File: config.mk
export PLATFORM = sky130hd
export DESIGN_NAME = hbridge_guard
export DESIGN_NICKNAME = d
export VERILOG_FILES = /design/src/rtl/hbg_pkg.sv /design/src/rtl/hbg_ctrl.sv /design/src/rtl/hbg_datapath.sv /design/src/rtl/hbridge_guard.sv
export SDC_FILE = /design/constraint.sdc
export NUM_CORES = 1
export LEC_CHECK = 0
export ABC_AREA = 1
export BUFFER_PORTS_ARGS = -buffer_cell sky130_fd_sc_hd__buf_4
export CAP_MARGIN = 20
export CORE_UTILIZATION = 35
export DETAILED_ROUTE_END_ITERATION = 8
export GPL_TIMING_DRIVEN = 0
export PLACE_DENSITY = 0.66
export SYNTH_ARGS = -nofsm -noshare
export SYNTH_HDL_FRONTEND = slang
export SYNTH_SLANG_ARGS = --single-unit
File: constraint.sdc
create_clock -name clk -period 2.7 [get_ports clk]
set_input_delay 0.405 -clock clk [delete_from_list [all_inputs] [get_ports clk]]
set_output_delay 0.405 -clock clk [all_outputs]
set_load 0.02 [all_outputs]
File: src/rtl/hbg_pkg.sv
package hbg_pkg;
  localparam int STATUS_W   = 16;
  localparam int TEMP_BIT   = 0;
  localparam int SW_BASE    = 1;
  localparam int SHORT_BIT  = 13;
  localparam int OPEN_BIT   = 14;
  localparam int SUPPLY_BIT = 15;

  typedef struct packed {
    logic loadWord;
    logic clearStatus;
    logic forceOff;
  } ctrlStrobes_t;
endpackage

File: src/rtl/hbg_ctrl.sv
module hbg_ctrl
  import hbg_pkg::*;
(
  input  logic         wordValid,
  input  logic         statusClr,
  input  logic         inhibit,
  input  logic         underVolt,
  output ctrlStrobes_t strobes
);
  always_comb begin
    strobes.loadWord    = wordValid;
    strobes.clearStatus = wordValid & statusClr;
    strobes.forceOff    = ~inhibit | underVolt;
  end
endmodule

File: src/rtl/hbg_datapath.sv
module hbg_datapath
  import hbg_pkg::*;
#(
  parameter int NUM_BRIDGES = 3,
  localparam int SW_W = 2 * NUM_BRIDGES
) (
  input  logic                clk,
  input  logic                rstN,
  input  ctrlStrobes_t        strobes,
  input  logic [SW_W-1:0]     swReq,
  input  logic                ocEnable,
  input  logic [SW_W-1:0]     shortFlag,
  input  logic [SW_W-1:0]     openFlag,
  input  logic                underVolt,
  input  logic                thermWarn,
  output logic [SW_W-1:0]     gateEn,
  output logic [STATUS_W-1:0] statusWord
);
  logic [SW_W-1:0] reqReg;
  logic [SW_W-1:0] tripReg;
  logic [SW_W-1:0] tripSet;
  logic            ocEnReg;
  logic            shortSticky;
  logic            openSticky;
  logic            supplySticky;
  logic            shortEvent;
  logic            openEvent;

  for (genvar k = 0; k < NUM_BRIDGES; k++) begin : g_bridge
    logic conflict;
    assign conflict = reqReg[2*k] & reqReg[2*k+1];
    assign gateEn[2*k]   = reqReg[2*k]   & ~tripReg[2*k]   & ~conflict & ~strobes.forceOff;
    assign gateEn[2*k+1] = reqReg[2*k+1] & ~tripReg[2*k+1] & ~conflict & ~strobes.forceOff;
  end

  assign tripSet    = ocEnReg ? (gateEn & shortFlag) : '0;
  assign shortEvent = (|tripSet) & ~strobes.loadWord;
  assign openEvent  = |(gateEn & openFlag);

  always_ff @(posedge clk or negedge rstN) begin
    if (!rstN) begin
      reqReg  <= '0;
      ocEnReg <= 1'b1;
      tripReg <= '0;
    end else if (strobes.loadWord) begin
      reqReg  <= swReq;
      ocEnReg <= ocEnable;
      tripReg <= '0;
    end else begin
      tripReg <= tripReg | tripSet;
    end
  end

  always_ff @(posedge clk or negedge rstN) begin
    if (!rstN) begin
      shortSticky  <= 1'b0;
      openSticky   <= 1'b0;
      supplySticky <= 1'b0;
    end else begin
      shortSticky  <= (shortSticky  & ~strobes.clearStatus) | shortEvent;
      openSticky   <= (openSticky   & ~strobes.clearStatus) | openEvent;
      supplySticky <= (supplySticky & ~strobes.clearStatus) | underVolt;
    end
  end

  always_comb begin
    statusWord                   = '0;
    statusWord[TEMP_BIT]         = thermWarn;
    statusWord[SW_BASE +: SW_W]  = gateEn;
    statusWord[SHORT_BIT]        = shortSticky;
    statusWord[OPEN_BIT]         = openSticky;
    statusWord[SUPPLY_BIT]       = supplySticky;
  end
endmodule

File: src/rtl/hbridge_guard.sv
module hbridge_guard
  import hbg_pkg::*;
#(
  parameter int NUM_BRIDGES = 3,
  localparam int SW_W = 2 * NUM_BRIDGES
) (
  input  logic                clk,
  input  logic                rstN,
  input  logic                wordValid,
  input  logic [SW_W-1:0]     swReq,
  input  logic                ocEnable,
  input  logic                statusClr,
  input  logic                inhibit,
  input  logic [SW_W-1:0]     shortFlag,
  input  logic [SW_W-1:0]     openFlag,
  input  logic                underVolt,
  input  logic                thermWarn,
  output logic [SW_W-1:0]     gateEn,
  output logic [STATUS_W-1:0] statusWord
);
  ctrlStrobes_t strobes;

  hbg_ctrl u_ctrl (
    .wordValid (wordValid),
    .statusClr (statusClr),
    .inhibit   (inhibit),
    .underVolt (underVolt),
    .strobes   (strobes)
  );

  hbg_datapath #(.NUM_BRIDGES(NUM_BRIDGES)) u_dp (
    .clk        (clk),
    .rstN       (rstN),
    .strobes    (strobes),
    .swReq      (swReq),
    .ocEnable   (ocEnable),
    .shortFlag  (shortFlag),
    .openFlag   (openFlag),
    .underVolt  (underVolt),
    .thermWarn  (thermWarn),
    .gateEn     (gateEn),
    .statusWord (statusWord)
  );
endmodule

======== After elaboration in Yosys (flattened, before gate mapping) ========
Cells that the tools add are included.
cells by class
  mux-type cells .......................... 2
  bitwise logic cells ..................... 46
  reduce and logical (&&, ||, !) cells .... 2
operators by type and width
  cell              number
  $and A1 B1 Y1     26
  $not A1 Y1        13
  $and A6 B6 Y6     2
  $mux W6           2
  $reduce_or A6 Y1  2
  $or A6 B6 Y6      1
  $or A1 B1 Y1      4
word-level totals
  register bits after elaboration ......... 16
  input port bits ......................... 26
  output and inout bits ................... 22
  word-level logic and storage cells ...... 56

======== Logic depth before layout (Yosys ltp) ========
Gate-level depths: netlist of the first run.
  depth after elaboration ................. 9
  depth in mapped cells ................... 9
  depth with buffers taken out ............ 9

======== By module ========
Synthesis of the first run repeated with hierarchy kept, for this count alone.
unflattened totals
  cell total of the unflattened synthesis .. 130
  area total of the unflattened synthesis .. 969.7 µm²
modules (own cells, without submodules)
  module        times used  cells each  area each (µm²)  seq. area each (µm²)
  hbg_datapath  1           125         947.2            401.6
  hbg_ctrl      1           5           22.5             0.0

======== Worst setup path before layout of the first run ========
OpenSTA, ideal clock, no wires.
  path type ............................... input -> output
  start point ............................. in underVolt
  end point ............................... out statusWord[1]
  arrival time ............................ 1.286 ns
  data required time ...................... 2.295 ns
  path slack .............................. 1.009 ns
  stages .................................. 4
  path buffers ............................ 1
  cell sequence ........................... inv_2 > nand2_4 > nor4_2 > buf_4
on the way
  cells in the longest elaborated chain, start to end .. 3
RTL lines
  what             line                 RTL
  start, declared  hbridge_guard.sv:16  input logic underVolt,
  $or A1 B1 Y1     hbg_ctrl.sv:13       strobes.forceOff = ~inhibit | underVolt;
  $not A1 Y1       hbg_datapath.sv:32   assign gateEn[2*k] = reqReg[2*k] & ~tripReg[2*k] & ~conflict & ~strobes.forceOff;
  $and A1 B1 Y1    hbg_datapath.sv:32
  end, declared    hbridge_guard.sv:19  output logic [STATUS_W-1:0] statusWord
Every way passes these cells.

======== Worst setup path after layout of the first run ========
  start point ............................. reg u_dp.reqReg[3]
  end point ............................... out statusWord[3]
on the way
  cells in the longest elaborated chain, start to end .. 4
RTL lines
  what                         line                RTL
  start, declared              hbg_datapath.sv:19  logic [SW_W-1:0] reqReg;
  start signal, assigned       hbg_datapath.sv:46  reqReg <= swReq;
  $and A1 B1 Y1                hbg_datapath.sv:31  assign conflict = reqReg[2*k] & reqReg[2*k+1];
  $not A1 Y1                   hbg_datapath.sv:32
  $and A1 B1 Y1 (2 in series)  hbg_datapath.sv:32
Every way passes these cells.

==> reports/qor.yml, run 1 <==
cts_buffer_depth: 2
path_cells: "nor4_2, buf_4, buf_4"
cp-end-kind: "output pin"
drt-pass1-iter-count: 4
worstPathMaxFanout: 5
drive_gt1_frac: 0.4022
critical_path_arrival_ns: 1.50
cts_setup_buffers: 0
top_layer: "met4"
period_share: 0.7049
grt_pass1_vias: 807
finalNetCount: 206
grt_max_degree: 17
drv_cap: 0
drc_errors: 0
start_util: 0.3811
synthesis.yosys.warnings: 0
setup_tns_ns: 0
setup_viol: 0
io_pins: 48
synth_compound_area_frac: 0.04092
crit_family: "flip-flops"
grt_usage: 0.1656
synth_top_family_by_area: "simple AND/OR/NAND/NOR gates"
clkLatencyLatePin_ns: 0.30
drtIter0Drc: 15
crit_buf_inv: 2
wire_per_inst_um: 10.56
outcome: "completed"
ir_drop_mv: 0.3342
path_clk_slew_ns: 0.11
m1WireLength_um: 1026
hold_viol: 0
area_growth_syn_to_layout_pct: 40.41
die_h_um: 54.87
dieWidth_um: 54.87
avgSynthCellArea_sq_um: 7.526
slowest_delay_ns: 0.46
die_area_sq_mm: 0.003011
wl_met3_um: 170
synth-xor-area-share: 0
synth_seq_cells: 16
power_mw: 0.5996
crit_slowest_cell: "dfrtp_1"
syn_area_sq_um: 978.4
core_area_sq_mm: 0.002567
gp_congestion: 0.8373
cts_num_sinks: 16
muxShareOfSynthArea: 0
powerDensity_mw_per_mm2: 436.4
dr_wl_met2_um: 996
grt_antenna_before_repair: 0
io_buffers: 39
rows: 18
period_minus_slack_ns: 1.903
cp_common_cell: "buf_4"
cts_root_buf: "clkbuf_4"
grt_overflow: 0
cts_buffers: 3
setup_ws_ns: 0.7968
syn-instance-count: 130
ys_types: 19
dr_total_vias: 917
skew_ns: 0.008754
worstSetupStartpointType: "flop"
hold_path_class: "in -> reg"
cts_htree_levels: 1
ys_seq_area_frac: 0.4105
crit_required_ns: 2.30
max_freq_mhz: 525.4
pre_cts_slack_ns: 0.9531
path_class: "reg -> out"
grt_pass1_wl_um: 3422
cts_hold_buf: 1
cts_resized: 0
routed_wl_um: 2206
antennaDiodeCount: 0
cts_tree: "built"
p_leak_nw: 0.7860
yosys.area_share.adder: 0
dp_hpwl_um: 1696
avgViaCountPerCell: 4.388
ant_nets: 0
synthSimpleGateAreaFrac: 0.3453
rsz0062_at_grt: "false"
drv_slew: 0
-- tightest hold or removal path, delay by kind of cell --
family,cells,cell delay (ns)
buffers and inverters,1,0.07
and+or+nand+nor,2,0.09
-- layout by cell type (no fill, tap or decap) --
master         count
dfstp_2            1
nand3_2            1
buf_4             56
clkbuf_4           3
inv_1             15
nand3b_1           2
nand2_1           41
o21ai_0            4
conb_1             6
nor3_1             3
dfrtp_1           15
clkbuf_1           1
dlygate4sd3_1      1
nor2_2             3
nor3b_1            1
nand2_4            1
nor4_2             4
a21oi_1            4
nor2_1            11
inv_2              2
nand3_1            3
clkbuf_8           1
-- final timing paths --
check / cells past startpoint / to / slack, ns / from
min reg2reg: 2 / u_dp.shortSticky / 0.50 / u_dp.shortSticky
max in group asynchronous: 2 / u_dp.ocEnReg / 1.95 / rstN
max: 3 / statusWord[3] / 0.80 / u_dp.reqReg[3]
max reg2reg: 6 / u_dp.shortSticky / 1.41 / u_dp.ocEnReg
min: 3 / u_dp.ocEnReg / 0.30 / ocEnable
min in group asynchronous: 2 / u_dp.tripReg[3] / 0.50 / rstN
-- where the power goes --
group          total, mW  internal (mW)  switching [mW]
sequential         0.273          0.258          0.0148
combinational      0.158         0.0774          0.0807
clock              0.169         0.0821          0.0866
total              0.600          0.417           0.182
-- flip-flops by register name, indices dropped and copies added (netlist names) --
register           count
u_dp.reqReg            6
u_dp.shortSticky       1
u_dp.supplySticky      1
u_dp.tripReg           6
u_dp.ocEnReg           1
u_dp.openSticky        1
-- through the flow --
stage / instance area (sq um) / cells / hold slack (ns) / util
final: 1374 / 209 / 0.2995 / 0.5351
after CTS: 1374 / 209 / 0.2951 / 0.5351
after floorplan: 997.2 / 135 / 0.1094 / -
after global placement: 1328 / 204 / 0.2757 / 0.5171
after global routing: 1374 / 209 / 0.3021 / 0.5351
after detailed placement: 1328 / 204 / 0.2774 / 0.5171
-- final cells by class --
cell class | instances | area [sq um]
buffer | 18 | 131.4
timing repair buffer | 40 | 302.8
multi-input combinational | 84 | 400.4
inverter | 17 | 63.81
clock buffer | 4 | 36.28
fill | 257 | 1194
sequential | 16 | 401.6
tap | 30 | 37.54
-- synth_stat cells --
| cell | number | share of area |
|---|---|---|
| nand2_1 | 41 | 0.16 |
| dfstp_2 | 1 | 0.027 |
| nand2_4 | 1 | 0.012 |
| dfrtp_1 | 15 | 0.38 |
| buf_4 | 17 | 0.13 |
| nor3b_1 | 1 | 0.0077 |
| o21ai_0 | 4 | 0.020 |
| conb_1 | 1 | 0.0038 |
| nor3_1 | 3 | 0.015 |
| nand3b_1 | 2 | 0.015 |
| clkbuf_1 | 1 | 0.0038 |
| nand3_2 | 1 | 0.010 |
| nor2_1 | 11 | 0.042 |
| nor4_2 | 4 | 0.051 |
| nand3_1 | 3 | 0.015 |
| a21oi_1 | 4 | 0.020 |
| nor2_2 | 3 | 0.019 |
| inv_2 | 2 | 0.0077 |
| inv_1 | 15 | 0.058 |
-- routing by layer --
layer / vias up / GRT usage
met3: 2 / 0.03333
li1: 477 / -
met1: 400 / 0.2181
met5: - / 0
met4: 0 / 0.07692
met2: 38 / 0.2570
-- cell families after synthesis --
group | after synthesis
buffers and inverters | 35
flip-flops | 16
AND/OR/NAND/NOR | 70
other | 1
AO/OA/AOI/OAI | 8
No activity file was read; power rests on OpenSTA's default activity.
==> inputs of run 2 (changes only) <==
ABC_AREA = 0   (was 1)
PLACE_DENSITY = 0.69   (was 0.66)
clock period = 1.6 ns   (was 2.7 ns; I/O delays follow)
==> run 2 against run 1 <==
Effect of this change:
- worst hold slack worse by 0.15 ns
- worst setup slack got worse by 0.75 ns
- cell count fell by 22%
- core utilization is 2.2 points higher
- sequential cell count unchanged
- wire length fell by 6.6%
- clock-buffer cell count stayed put
- first-iteration DRC count is 20% lower
- die area decreased by 4.1%
- largest cell class unchanged
- non-clock buffer count grew 8
- clock skew fell by 0.0067 ns
==> reports/qor.yml, run 2 <==
rows: 18
hold_viol: 0
drt-pass1-iter-count: 4
synth_common_cells: "buf_4, dfrtp_1, mux2_1"
final_cells: 164
largestRegisters: "u_dp.reqReg: 6 flops, u_dp.tripReg: 6 flops"
cp-end-kind: "output pin"
yosysTopAreaCellShare: 0.4005
path_clk_slew_ns: 0.09
synth_top_cell_by_area: "dfrtp_1"
synthesis.yosys.warnings: 0
synth_seq_cells: 16
dpl_cell_area_sq_mm: 0.001286
period_minus_slack_ns: 1.551
synth_async_sr_flop_share: 1.000
drv_cap: 0
synth_edf_count: 0
final_area_sq_mm: 0.001394
clkLatencyLatePin_ns: 0.28
powerDensity_mw_per_mm2: 718.4
io_pins: 48
finalNetCount: 161
drtIter0Drc: 12
antennaDiodeCount: 0
max_freq_mhz: 644.9
wl_met3_um: 104
die_h_um: 53.75
p_leak_nw: 0.6844
ir_drop_mv: 0.6881
ys_seq_area_frac: 0.4286
synth_most_common_cell: "buf_4"
hold_path_class: "in -> reg"
drive_gt1_frac: 0.5672
core_area_sq_mm: 0.002500
critical_path_arrival_ns: 1.31
place_inst: 153
m1WireLength_um: 882
die_area_sq_mm: 0.002889
io_buffers: 39
cts_buffer_depth: 2
final_common_cell: "buf_4"
ys.flop_type: "dfrtp_1"
final_cell_mix: "buf_4, dfrtp_1, mux2_1"
wire_per_inst_um: 12.56
outcome: "completed"
syn-instance-count: 79
grt_max_degree: 17
grt_usage: 0.1526
dieWidth_um: 53.75
cts_buffers: 3
worstPathMaxFanout: 3
cts_root_buf: "clkbuf_4"
gp_congestion: 0.7651
fill_cells: 225
grt_antenna_before_repair: 0
worstSetupStartpointType: "flop"
syn_area_sq_um: 937.1
cts_htree_levels: 1
routed_wl_um: 2060
drc_errors: 0
cts_num_sinks: 16
dr_total_vias: 772
grt_pass1_vias: 735
rsz0062_at_grt: "false"
ant_nets: 0
cts_tree: "built"
avgSynthCellArea_sq_um: 11.86
ys_types: 25
avgViaCountPerCell: 4.707
area_growth_syn_to_layout_pct: 48.73
skew_ns: 0.002068
setup_viol: 0
grt_overflow: 0
path_class: "reg -> out"
period_share: 0.9691
crit_required_ns: 1.36
ys_top_cells_by_area: "dfrtp_1, buf_4, nor4b_4"
dr_wl_met2_um: 1066
grt_pass1_wl_um: 3167
top_layer: "met4"
start_util: 0.3749
drv_slew: 0
-- run 2: cell types whose count changed after synthesis, moves of 3 or more --
cell	before	now
a21oi_1	4	1
a22oi_1	0	4
a31oi_1	0	6
inv_1	15	1
mux2_1	0	7
nand2_1	41	1
nor2_1	11	6
nor2_2	3	0
nor4_2	4	0
nor4b_4	0	5
-- run 2: per-stage QoR --
step,power [mW],setup slack (ns),setup TNS [ns],utilization,hold WS (ns)
floorplan,0.6262,0.04821,0,-,-0.05559
global placement,0.7303,0.07141,0,0.5145,0.1073
detailed placement,0.7364,0.06438,0,0.5145,0.1105
CTS,1.007,-0.01959,-0.02585,0.5465,0.1442
global route,1.048,0.002926,0,0.5576,0.1402
finish,1.001,0.04944,0,0.5576,0.1502
-- run 2: worst paths after layout --
check                      cells past startpoint  slack (ns)               from                end
setup / recovery                               3        0.05    u_dp.tripReg[1]      statusWord[2]
hold / removal                                 2        0.15          underVolt  u_dp.supplySticky
setup reg to reg                               4        0.30     u_dp.reqReg[4]    u_dp.openSticky
hold reg to reg                                1        0.50  u_dp.supplySticky  u_dp.supplySticky
max in group asynchronous                      2        1.01               rstN       u_dp.ocEnReg
min in group asynchronous                      2        0.35               rstN     u_dp.reqReg[4]
-- run 2: cell type report --
class | count | area [sq um] | area share
Inverter | 1 | 3.754 | 0.002693
Buffer | 20 | 143.9 | 0.1032
Sequential cell | 16 | 401.6 | 0.2882
Multi-Input combinational cell | 47 | 411.6 | 0.2953
Timing Repair Buffer | 46 | 359.1 | 0.2576
Clock buffer | 4 | 36.28 | 0.02603
Tap cell | 30 | 37.54 | 0.02693
-- run 2: logic make-up after synthesis --
family,Yosys count,synth area share
muxes,7,0.08412
and+or+nand+nor,18,0.2123
AOI/OAI and AO/OA,16,0.1135
DFF,16,0.4286
buffers and inverters,21,0.1575
other,1,0.004001
-- run 2: timing repair --
item	CTS	global route
setup endpoints to repair	6	4
hold buffers	1	0
resized for setup	1	3
setup buffers	4	2
endpoints found under the hold margin	15	0
pin swaps	5	3
-- run 2: critical path: stages, from the launching register on --
cell and delay (ns):
dfrtp_1 0.42, nor4b_4 0.34, buf_4 0.17, buf_6 0.10
-- run 2: power by group --
group / internal [mW] / switching (mW) / leakage (nW)
clock network: 0.138 / 0.123 / 0.0210
registers: 0.436 / 0.0301 / 0.200
logic: 0.152 / 0.122 / 0.463
total: 0.726 / 0.276 / 0.684
-- run 2: routing by layer --
| layer | vias to the layer above | GRT usage |
|---|---|---|
| met5 | - | 0 |
| met4 | 0 | 0.03947 |
| met3 | 2 | 0.01695 |
| met2 | 27 | 0.2613 |
| met1 | 371 | 0.2025 |
| li1 | 372 | - |
